===== src/rtl/swfc_pkg.sv =====
// Shared types and helpers for the software flow control engine.
// Assumes 8-bit characters; narrower word lengths are handled by masking.
package swfc_pkg;
    localparam int CHAR_W = 8;
    localparam int N_CTRL = 4;

    // Index of each control character in the register bank.
    typedef enum logic [1:0] {
        SEL_RESUME_A = 2'd0,
        SEL_RESUME_B = 2'd1,
        SEL_PAUSE_A  = 2'd2,
        SEL_PAUSE_B  = 2'd3
    } ctrl_sel_e;

    // What a held first character of a pair is waiting for.
    typedef enum logic [1:0] {
        HOLD_NONE   = 2'd0,
        HOLD_PAUSE  = 2'd1,
        HOLD_RESUME = 2'd2
    } hold_e;

    // Mask that keeps the low 5..8 bits for word length code 0..3.
    function automatic logic [CHAR_W-1:0] len_mask(input logic [1:0] wl);
        return {CHAR_W{1'b1}} >> (3'd3 - {1'b0, wl});
    endfunction

    // Masked equality of two characters.
    function automatic logic chars_eq(input logic [CHAR_W-1:0] a,
                                      input logic [CHAR_W-1:0] b,
                                      input logic [1:0] wl);
        return ((a ^ b) & len_mask(wl)) == '0;
    endfunction
endpackage


===== src/rtl/swfc_char_regs.sv =====
// Bank of programmable control characters.
// Each entry resets to zero and is loaded by a write strobe with a select.
module swfc_char_regs
    import swfc_pkg::*;
#(
    parameter int N_REGS = N_CTRL,
    localparam int SEL_W = $clog2(N_REGS)
) (
    input  logic                          clk,
    input  logic                          rst_n,
    input  logic                          we,
    input  logic [SEL_W-1:0]              sel,
    input  logic [CHAR_W-1:0]             wdata,
    output logic [N_REGS-1:0][CHAR_W-1:0] regs_q
);
    for (genvar g = 0; g < N_REGS; g++) begin : g_reg
        // Load one control character when it is selected.
        always_ff @(posedge clk) begin
            if (!rst_n)
                regs_q[g] <= '0;
            else if (we && (sel == SEL_W'(g)))
                regs_q[g] <= wdata;
        end
    end
endmodule


===== src/rtl/swfc_rx_match.sv =====
// Receive-side matcher: drops control characters, passes data on, drives
// the transmit halt and the status flag.
// Assumes rx_valid is never high on two back-to-back cycles; the cycle after
// a broken pair is used to replay the second character.
module swfc_rx_match
    import swfc_pkg::*;
(
    input  logic              clk,
    input  logic              rst_n,
    input  logic [1:0]        word_len,
    input  logic              fc_en,
    input  logic              pair_mode,
    input  logic              special_en,
    input  logic              rx_valid,
    input  logic [CHAR_W-1:0] rx_char,
    input  logic [CHAR_W-1:0] resume_a,
    input  logic [CHAR_W-1:0] resume_b,
    input  logic [CHAR_W-1:0] pause_a,
    input  logic [CHAR_W-1:0] pause_b,
    input  logic              tx_busy,
    input  logic              flag_clr,
    output logic              store_valid,
    output logic [CHAR_W-1:0] store_char,
    output logic              tx_halt,
    output logic              status_flag
);
    hold_e             hold_q, hold_n;
    logic [CHAR_W-1:0] held_q, held_n;
    logic              replay_q, replay_n;
    logic [CHAR_W-1:0] replay_c_q, replay_c_n;
    logic              stop_q;

    logic              in_v;
    logic [CHAR_W-1:0] in_c;
    logic              hit_pa, hit_pb, hit_ra, hit_rb;
    logic              do_store, set_stop, do_resume, set_flag;
    logic [CHAR_W-1:0] st_char;

    // Select the character under test: a replayed one or a fresh arrival.
    always_comb begin
        in_v   = rx_valid | replay_q;
        in_c   = replay_q ? replay_c_q : rx_char;
        hit_pa = chars_eq(in_c, pause_a, word_len);
        hit_pb = chars_eq(in_c, pause_b, word_len);
        hit_ra = chars_eq(in_c, resume_a, word_len);
        hit_rb = chars_eq(in_c, resume_b, word_len);
    end

    // Decide store, pause, resume and pair state for the character under test.
    always_comb begin
        do_store   = 1'b0;
        st_char    = in_c;
        set_stop   = 1'b0;
        do_resume  = 1'b0;
        set_flag   = 1'b0;
        hold_n     = hold_q;
        held_n     = held_q;
        replay_n   = 1'b0;
        replay_c_n = replay_c_q;
        if (!(fc_en && pair_mode))
            hold_n = HOLD_NONE;
        if (in_v) begin
            if (!fc_en) begin
                do_store = 1'b1;
                set_flag = special_en && hit_pb;
            end else if (!pair_mode) begin
                if (hit_pa) begin
                    set_stop = 1'b1;
                    set_flag = 1'b1;
                end else if (hit_ra) begin
                    do_resume = 1'b1;
                end else begin
                    do_store = 1'b1;
                end
            end else begin
                case (hold_q)
                    HOLD_PAUSE, HOLD_RESUME: begin
                        hold_n = HOLD_NONE;
                        if (hold_q == HOLD_PAUSE && hit_pb) begin
                            set_stop = 1'b1;
                            set_flag = 1'b1;
                        end else if (hold_q == HOLD_RESUME && hit_rb) begin
                            do_resume = 1'b1;
                        end else begin
                            do_store   = 1'b1;
                            st_char    = held_q;
                            replay_n   = 1'b1;
                            replay_c_n = in_c;
                        end
                    end
                    default: begin
                        if (hit_pa) begin
                            hold_n = HOLD_PAUSE;
                            held_n = in_c;
                        end else if (hit_ra) begin
                            hold_n = HOLD_RESUME;
                            held_n = in_c;
                        end else begin
                            do_store = 1'b1;
                        end
                    end
                endcase
            end
        end
    end

    // Register pair state, replay slot and the store strobe.
    always_ff @(posedge clk) begin
        if (!rst_n) begin
            hold_q      <= HOLD_NONE;
            held_q      <= '0;
            replay_q    <= 1'b0;
            replay_c_q  <= '0;
            store_valid <= 1'b0;
            store_char  <= '0;
        end else begin
            hold_q      <= hold_n;
            held_q      <= held_n;
            replay_q    <= replay_n;
            replay_c_q  <= replay_c_n;
            store_valid <= do_store;
            store_char  <= st_char;
        end
    end

    // Track a pending pause and apply it only between transmitted characters.
    always_ff @(posedge clk) begin
        if (!rst_n || !fc_en || do_resume) begin
            stop_q  <= 1'b0;
            tx_halt <= 1'b0;
        end else begin
            if (set_stop)
                stop_q <= 1'b1;
            if (stop_q && !tx_busy)
                tx_halt <= 1'b1;
        end
    end

    // Status flag: set by a pause or special match, cleared by resume or clear.
    always_ff @(posedge clk) begin
        if (!rst_n)
            status_flag <= 1'b0;
        else if (set_flag)
            status_flag <= 1'b1;
        else if (do_resume || flag_clr)
            status_flag <= 1'b0;
    end
endmodule


===== src/rtl/swfc_insert_ctl.sv =====
// Threshold watcher that asks the serializer to insert pause or resume codes.
// A newer crossing replaces an older request; an acknowledge clears both.
module swfc_insert_ctl #(
    parameter int LVL_W = 5
) (
    input  logic             clk,
    input  logic             rst_n,
    input  logic             ins_en,
    input  logic [LVL_W-1:0] rx_level,
    input  logic [LVL_W-1:0] xoff_thr,
    input  logic [LVL_W-1:0] xon_thr,
    input  logic             ins_ack,
    output logic             ins_xoff_req,
    output logic             ins_xon_req
);
    logic remote_off_q;

    // Detect threshold crossings and hold the latest request until taken.
    always_ff @(posedge clk) begin
        if (!rst_n || !ins_en) begin
            remote_off_q <= 1'b0;
            ins_xoff_req <= 1'b0;
            ins_xon_req  <= 1'b0;
        end else if (!remote_off_q && rx_level >= xoff_thr) begin
            remote_off_q <= 1'b1;
            ins_xoff_req <= 1'b1;
            ins_xon_req  <= 1'b0;
        end else if (remote_off_q && rx_level < xon_thr) begin
            remote_off_q <= 1'b0;
            ins_xon_req  <= 1'b1;
            ins_xoff_req <= 1'b0;
        end else if (ins_ack) begin
            ins_xoff_req <= 1'b0;
            ins_xon_req  <= 1'b0;
        end
    end
endmodule


===== src/rtl/swfc_engine.sv =====
// Top of the software flow control engine for one serial channel.
// Ties together the control character bank, the receive matcher and the
// insertion request logic. Assumes the serializer reads ins_first/second
// while a request is high and pulses ins_ack once it has taken it.
module swfc_engine
    import swfc_pkg::*;
#(
    parameter int LVL_W = 5
) (
    input  logic             clk,
    input  logic             rst_n,
    input  logic             cfg_we,
    input  logic [1:0]       cfg_sel,
    input  logic [7:0]       cfg_wdata,
    input  logic [1:0]       word_len,
    input  logic             fc_en,
    input  logic             pair_mode,
    input  logic             special_en,
    input  logic             ins_en,
    input  logic             rx_valid,
    input  logic [7:0]       rx_char,
    input  logic             tx_busy,
    input  logic             flag_clr,
    input  logic [LVL_W-1:0] rx_level,
    input  logic [LVL_W-1:0] xoff_thr,
    input  logic [LVL_W-1:0] xon_thr,
    input  logic             ins_ack,
    output logic             store_valid,
    output logic [7:0]       store_char,
    output logic             tx_halt,
    output logic             status_flag,
    output logic             ins_xoff_req,
    output logic             ins_xon_req,
    output logic [7:0]       ins_first,
    output logic [7:0]       ins_second,
    output logic             ins_two
);
    logic [N_CTRL-1:0][CHAR_W-1:0] ctrl_q;

    swfc_char_regs #(.N_REGS(N_CTRL)) u_regs (
        .clk    (clk),
        .rst_n  (rst_n),
        .we     (cfg_we),
        .sel    (cfg_sel),
        .wdata  (cfg_wdata),
        .regs_q (ctrl_q)
    );

    swfc_rx_match u_match (
        .clk         (clk),
        .rst_n       (rst_n),
        .word_len    (word_len),
        .fc_en       (fc_en),
        .pair_mode   (pair_mode),
        .special_en  (special_en),
        .rx_valid    (rx_valid),
        .rx_char     (rx_char),
        .resume_a    (ctrl_q[SEL_RESUME_A]),
        .resume_b    (ctrl_q[SEL_RESUME_B]),
        .pause_a     (ctrl_q[SEL_PAUSE_A]),
        .pause_b     (ctrl_q[SEL_PAUSE_B]),
        .tx_busy     (tx_busy),
        .flag_clr    (flag_clr),
        .store_valid (store_valid),
        .store_char  (store_char),
        .tx_halt     (tx_halt),
        .status_flag (status_flag)
    );

    swfc_insert_ctl #(.LVL_W(LVL_W)) u_ins (
        .clk          (clk),
        .rst_n        (rst_n),
        .ins_en       (ins_en),
        .rx_level     (rx_level),
        .xoff_thr     (xoff_thr),
        .xon_thr      (xon_thr),
        .ins_ack      (ins_ack),
        .ins_xoff_req (ins_xoff_req),
        .ins_xon_req  (ins_xon_req)
    );

    // Present the characters that go with the current insertion request.
    always_comb begin
        ins_first  = ins_xon_req ? ctrl_q[SEL_RESUME_A] : ctrl_q[SEL_PAUSE_A];
        ins_second = ins_xon_req ? ctrl_q[SEL_RESUME_B] : ctrl_q[SEL_PAUSE_B];
        ins_two    = pair_mode;
    end
endmodule


===== config.mk =====
export PLATFORM = sky130hd
export DESIGN_NAME = swfc_engine
export DESIGN_NICKNAME = d
export VERILOG_FILES = /design/src/rtl/swfc_pkg.sv /design/src/rtl/swfc_char_regs.sv /design/src/rtl/swfc_rx_match.sv /design/src/rtl/swfc_insert_ctl.sv /design/src/rtl/swfc_engine.sv
export SDC_FILE = /design/constraint.sdc
export NUM_CORES = 1
export LEC_CHECK = 0
export BUFFER_PORTS_ARGS = -buffer_cell sky130_fd_sc_hd__buf_2
export CORE_MARGIN = 2
export CORE_UTILIZATION = 45
export CTS_BUF_LIST = sky130_fd_sc_hd__clkbuf_8
export DETAILED_ROUTE_END_ITERATION = 6
export PLACE_DENSITY = 0.68
export SLEW_MARGIN = 10
export SYNTH_ARGS = -nofsm -noshare
export SYNTH_HDL_FRONTEND = slang
export SYNTH_SLANG_ARGS = --single-unit
export TNS_END_PERCENT = 1

===== constraint.sdc =====
create_clock -name clk -period 3.05 [get_ports clk]
set_input_delay 0.61 -clock clk [delete_from_list [all_inputs] [get_ports clk]]
set_output_delay 0.61 -clock clk [all_outputs]
set_load 0.01 [all_outputs]

==> results.py <==
metrics = {
    "status": {
        "status": "completed",
    },
    "global_route": {
        "antenna_found_initial": 0,
        "gr-total-overflow": 0,
        "grt_pass1_wl_mm": 13.37,
        "grt_pass1_vias": 2723,
        "grt_max_degree": 34,
        "track_usage_pct": 19.93,
    },
    "place": {
        "pre_cts_slack_ps": 380.9,
        "place_area_um2": 4110,
        "dp_hpwl_mm": 6.251,
        "place_congestion": 0.8767,
        "io_buffers": 75,
        "placed_cells": 522,
    },
    "floorplan": {
        "die_h_um": 93.83,
        "die_x_um": 93.83,
        "boundaryPins": 76,
        "initial_core_util_pct": 46.75,
        "dieArea_um2": 8803,
        "row_count": 32,
        "coreArea_um2": 7767,
    },
    "cells_and_area": {
        "final_cell_mix": "buf_2 (75), dfxtp_1 (66), nor2b_1 (33), nand2_1 (32), mux2i_1 (32)",
        "finalCoreUtilization_pct": 55.72,
        "nets": 488,
        "final_cell_area_um2": 4328,
        "multi_input_area_um2": 2161,
        "fillers": 732,
        "diodes": 0,
        "fin_cells": 538,
        "final_layout_size_suffix_gt1_share_pct": 30.28,
        "syn_to_final_growth_pct": 19.19,
        "regArea_um2": 1321,
        "layout_commonest_cell": "buf_2",
    },
    "route": {
        "vias": 2782,
        "wl_per_cell_um": 15.50,
        "drc": 0,
        "firstDrtPassIters": 4,
        "drt_iter0_markers": 74,
        "viasPerCell": 5.171,
        "antenna_left": 0,
        "wl_mm": 8.339,
    },
    "logic_synthesis": {
        "synth_seq_cells": 66,
        "async_reset_ff_share_pct": 0,
        "synth_area_um2": 3631,
        "seq_area_frac_synth_pct": 36.39,
        "ys_warn_count": 0,
        "syn_avg_cell_area_um2": 10.23,
        "syn_inst": 355,
        "synth_flop_cell": "dfxtp_1",
        "ys_types": 50,
        "syn_nets": 412,
        "synth-edff-count": 0,
    },
    "hold_path": {
        "min_path_type": "reg2reg",
    },
    "clock_network": {
        "htree_levels": 3,
        "cts_tree": "yes",
        "clk_latency_ps": 350,
        "clk_path_buf_depth": 2,
        "cts_root_buffer": "clkbuf_8",
        "cts_hold_buf": 0,
        "cts_buffers": 9,
        "cts.sinks": 66,
        "cts_setup_buffers": 0,
        "clk_pin_slew_worst_paths_ps": 70,
        "post_cts_resized": 0,
    },
    "power": {
        "power_leakage_nw": 2.152,
        "power.total_mw": 1.960,
        "power.density_nw_per_um2": 452.9,
        "peakVddDrop_uv": 271.1,
    },
    "timing": {
        "tightest_slew_ps": 639.7,
        "hold_viol": 0,
        "fin_ws_ps": 365.5,
        "rsz0062_at_grt": "no",
        "finalCritPeriodShare_pct": 88.02,
        "holdWs_ps": 473.8,
        "fin_crit_ps": 2685,
        "clock.fmax_mhz": 372.5,
        "slew_violations": 0,
        "setup_violations": 0,
        "finalClockSkew_ps": 4.649,
        "slew_headroom_pct": 57.23,
        "timing.setup.tns_ps": 0,
    },
    "critical_path": {
        "path_max_fanout": 7,
        "critPathArrivalTime_ps": 2920,
        "worstPathCellList": "buf_12 -> mux2i_4 -> xnor2_1 -> a211oi_2 -> o211ai_2 -> or4b_1 -> and4_1 -> o31a_1",
        "max_stage_delay_ps": 540,
        "required_ps": 3290,
        "critPathKind": "reg2reg",
        "cp-start-kind": "register",
        "worstSetupEndpointType": "register",
        "worst_path_max_delay_cell": "or4b_1",
    },
    "run": {
        "drv_cap": 0,
    },
}
## Yosys cell counts, drive strengths merged (5+ instances only)
library cell   n  area [um^2]
dfxtp         66         1321
mux2i         40        500.5
nor2b         33        206.5
nand2         32        120.1
xnor2         27        236.5
o211a         24        240.2
mux2          17        191.4
inv           14        52.55
clkbuf        11        41.29
ha            11        137.6
a21o           7        52.55
a21oi          7        38.79
buf            7        55.05
nor2           6        22.52
nand3          5        30.03
nand3b         5        37.54
nor3           5        25.02
## sequential cells by signal, indices dropped and copies added (netlist names), 2 cells and up
register,cells
u_regs.regs_q,32
u_match.held_q,8
u_match.replay_c_q,8
u_match.store_char,8
u_match.hold_q,2
## area by class of cell
| type | count | share of cell area [%] |
|---|---|---|
| Clock buffer | 9 | 2.862 |
| Clock inverter | 7 | 2.168 |
| Inverter | 14 | 1.214 |
| Multi-Input combinational cell | 257 | 49.93 |
| Sequential cell | 66 | 30.53 |
| Tap cell | 102 | 2.949 |
| Timing Repair Buffer | 83 | 10.35 |
## power breakdown
group	internal (mW)	leakage (nW)	switching (mW)
sequential	0.885	0.537	0.0174
clock	0.458	0.105	0.350
combinational	0.122	1.51	0.128
total	1.46	2.15	0.496
## layer usage
layer	wire [um]	GRT usage, %	up-vias
met5	0	0	-
met3	312	4.896	9
met2	4054	34.58	58
met1	3851	24.14	1305
li1	-	-	1410
met4	121	6.401	0
## cell families after synthesis
kind of cell	after synthesis	synth area share, %
simple gates	106	16.02
compound gates	54	13.65
mux	57	19.06
buf+inv	32	4.101
flops	66	36.39
xor+xnor	29	6.995
fa+ha+maj	11	3.790
## worst paths after layout
| kind | start | endpoint | slack (ps) | depth (start not counted) |
|---|---|---|---|---|
| worst min register to register | u_match.tx_halt | u_match.tx_halt | 470 | 1 |
| worst min-delay path | u_match.tx_halt | u_match.tx_halt | 470 | 1 |
| worst max register to register | u_match.replay_q | u_match.stop_q | 370 | 8 |
| worst max-delay path | u_match.replay_q | u_match.stop_q | 370 | 8 |
## critical path, delay by kind of cell (launching register included)
kind | cells | cell delay [ps]
flip-flops | 1 | 470
XOR/XNOR | 1 | 130
AO/OA/AOI/OAI | 3 | 610
multiplexers | 1 | 390
buffers and inverters | 1 | 200
AND/OR/NAND/NOR | 2 | 770
Power figures use the tool's default switching activity.
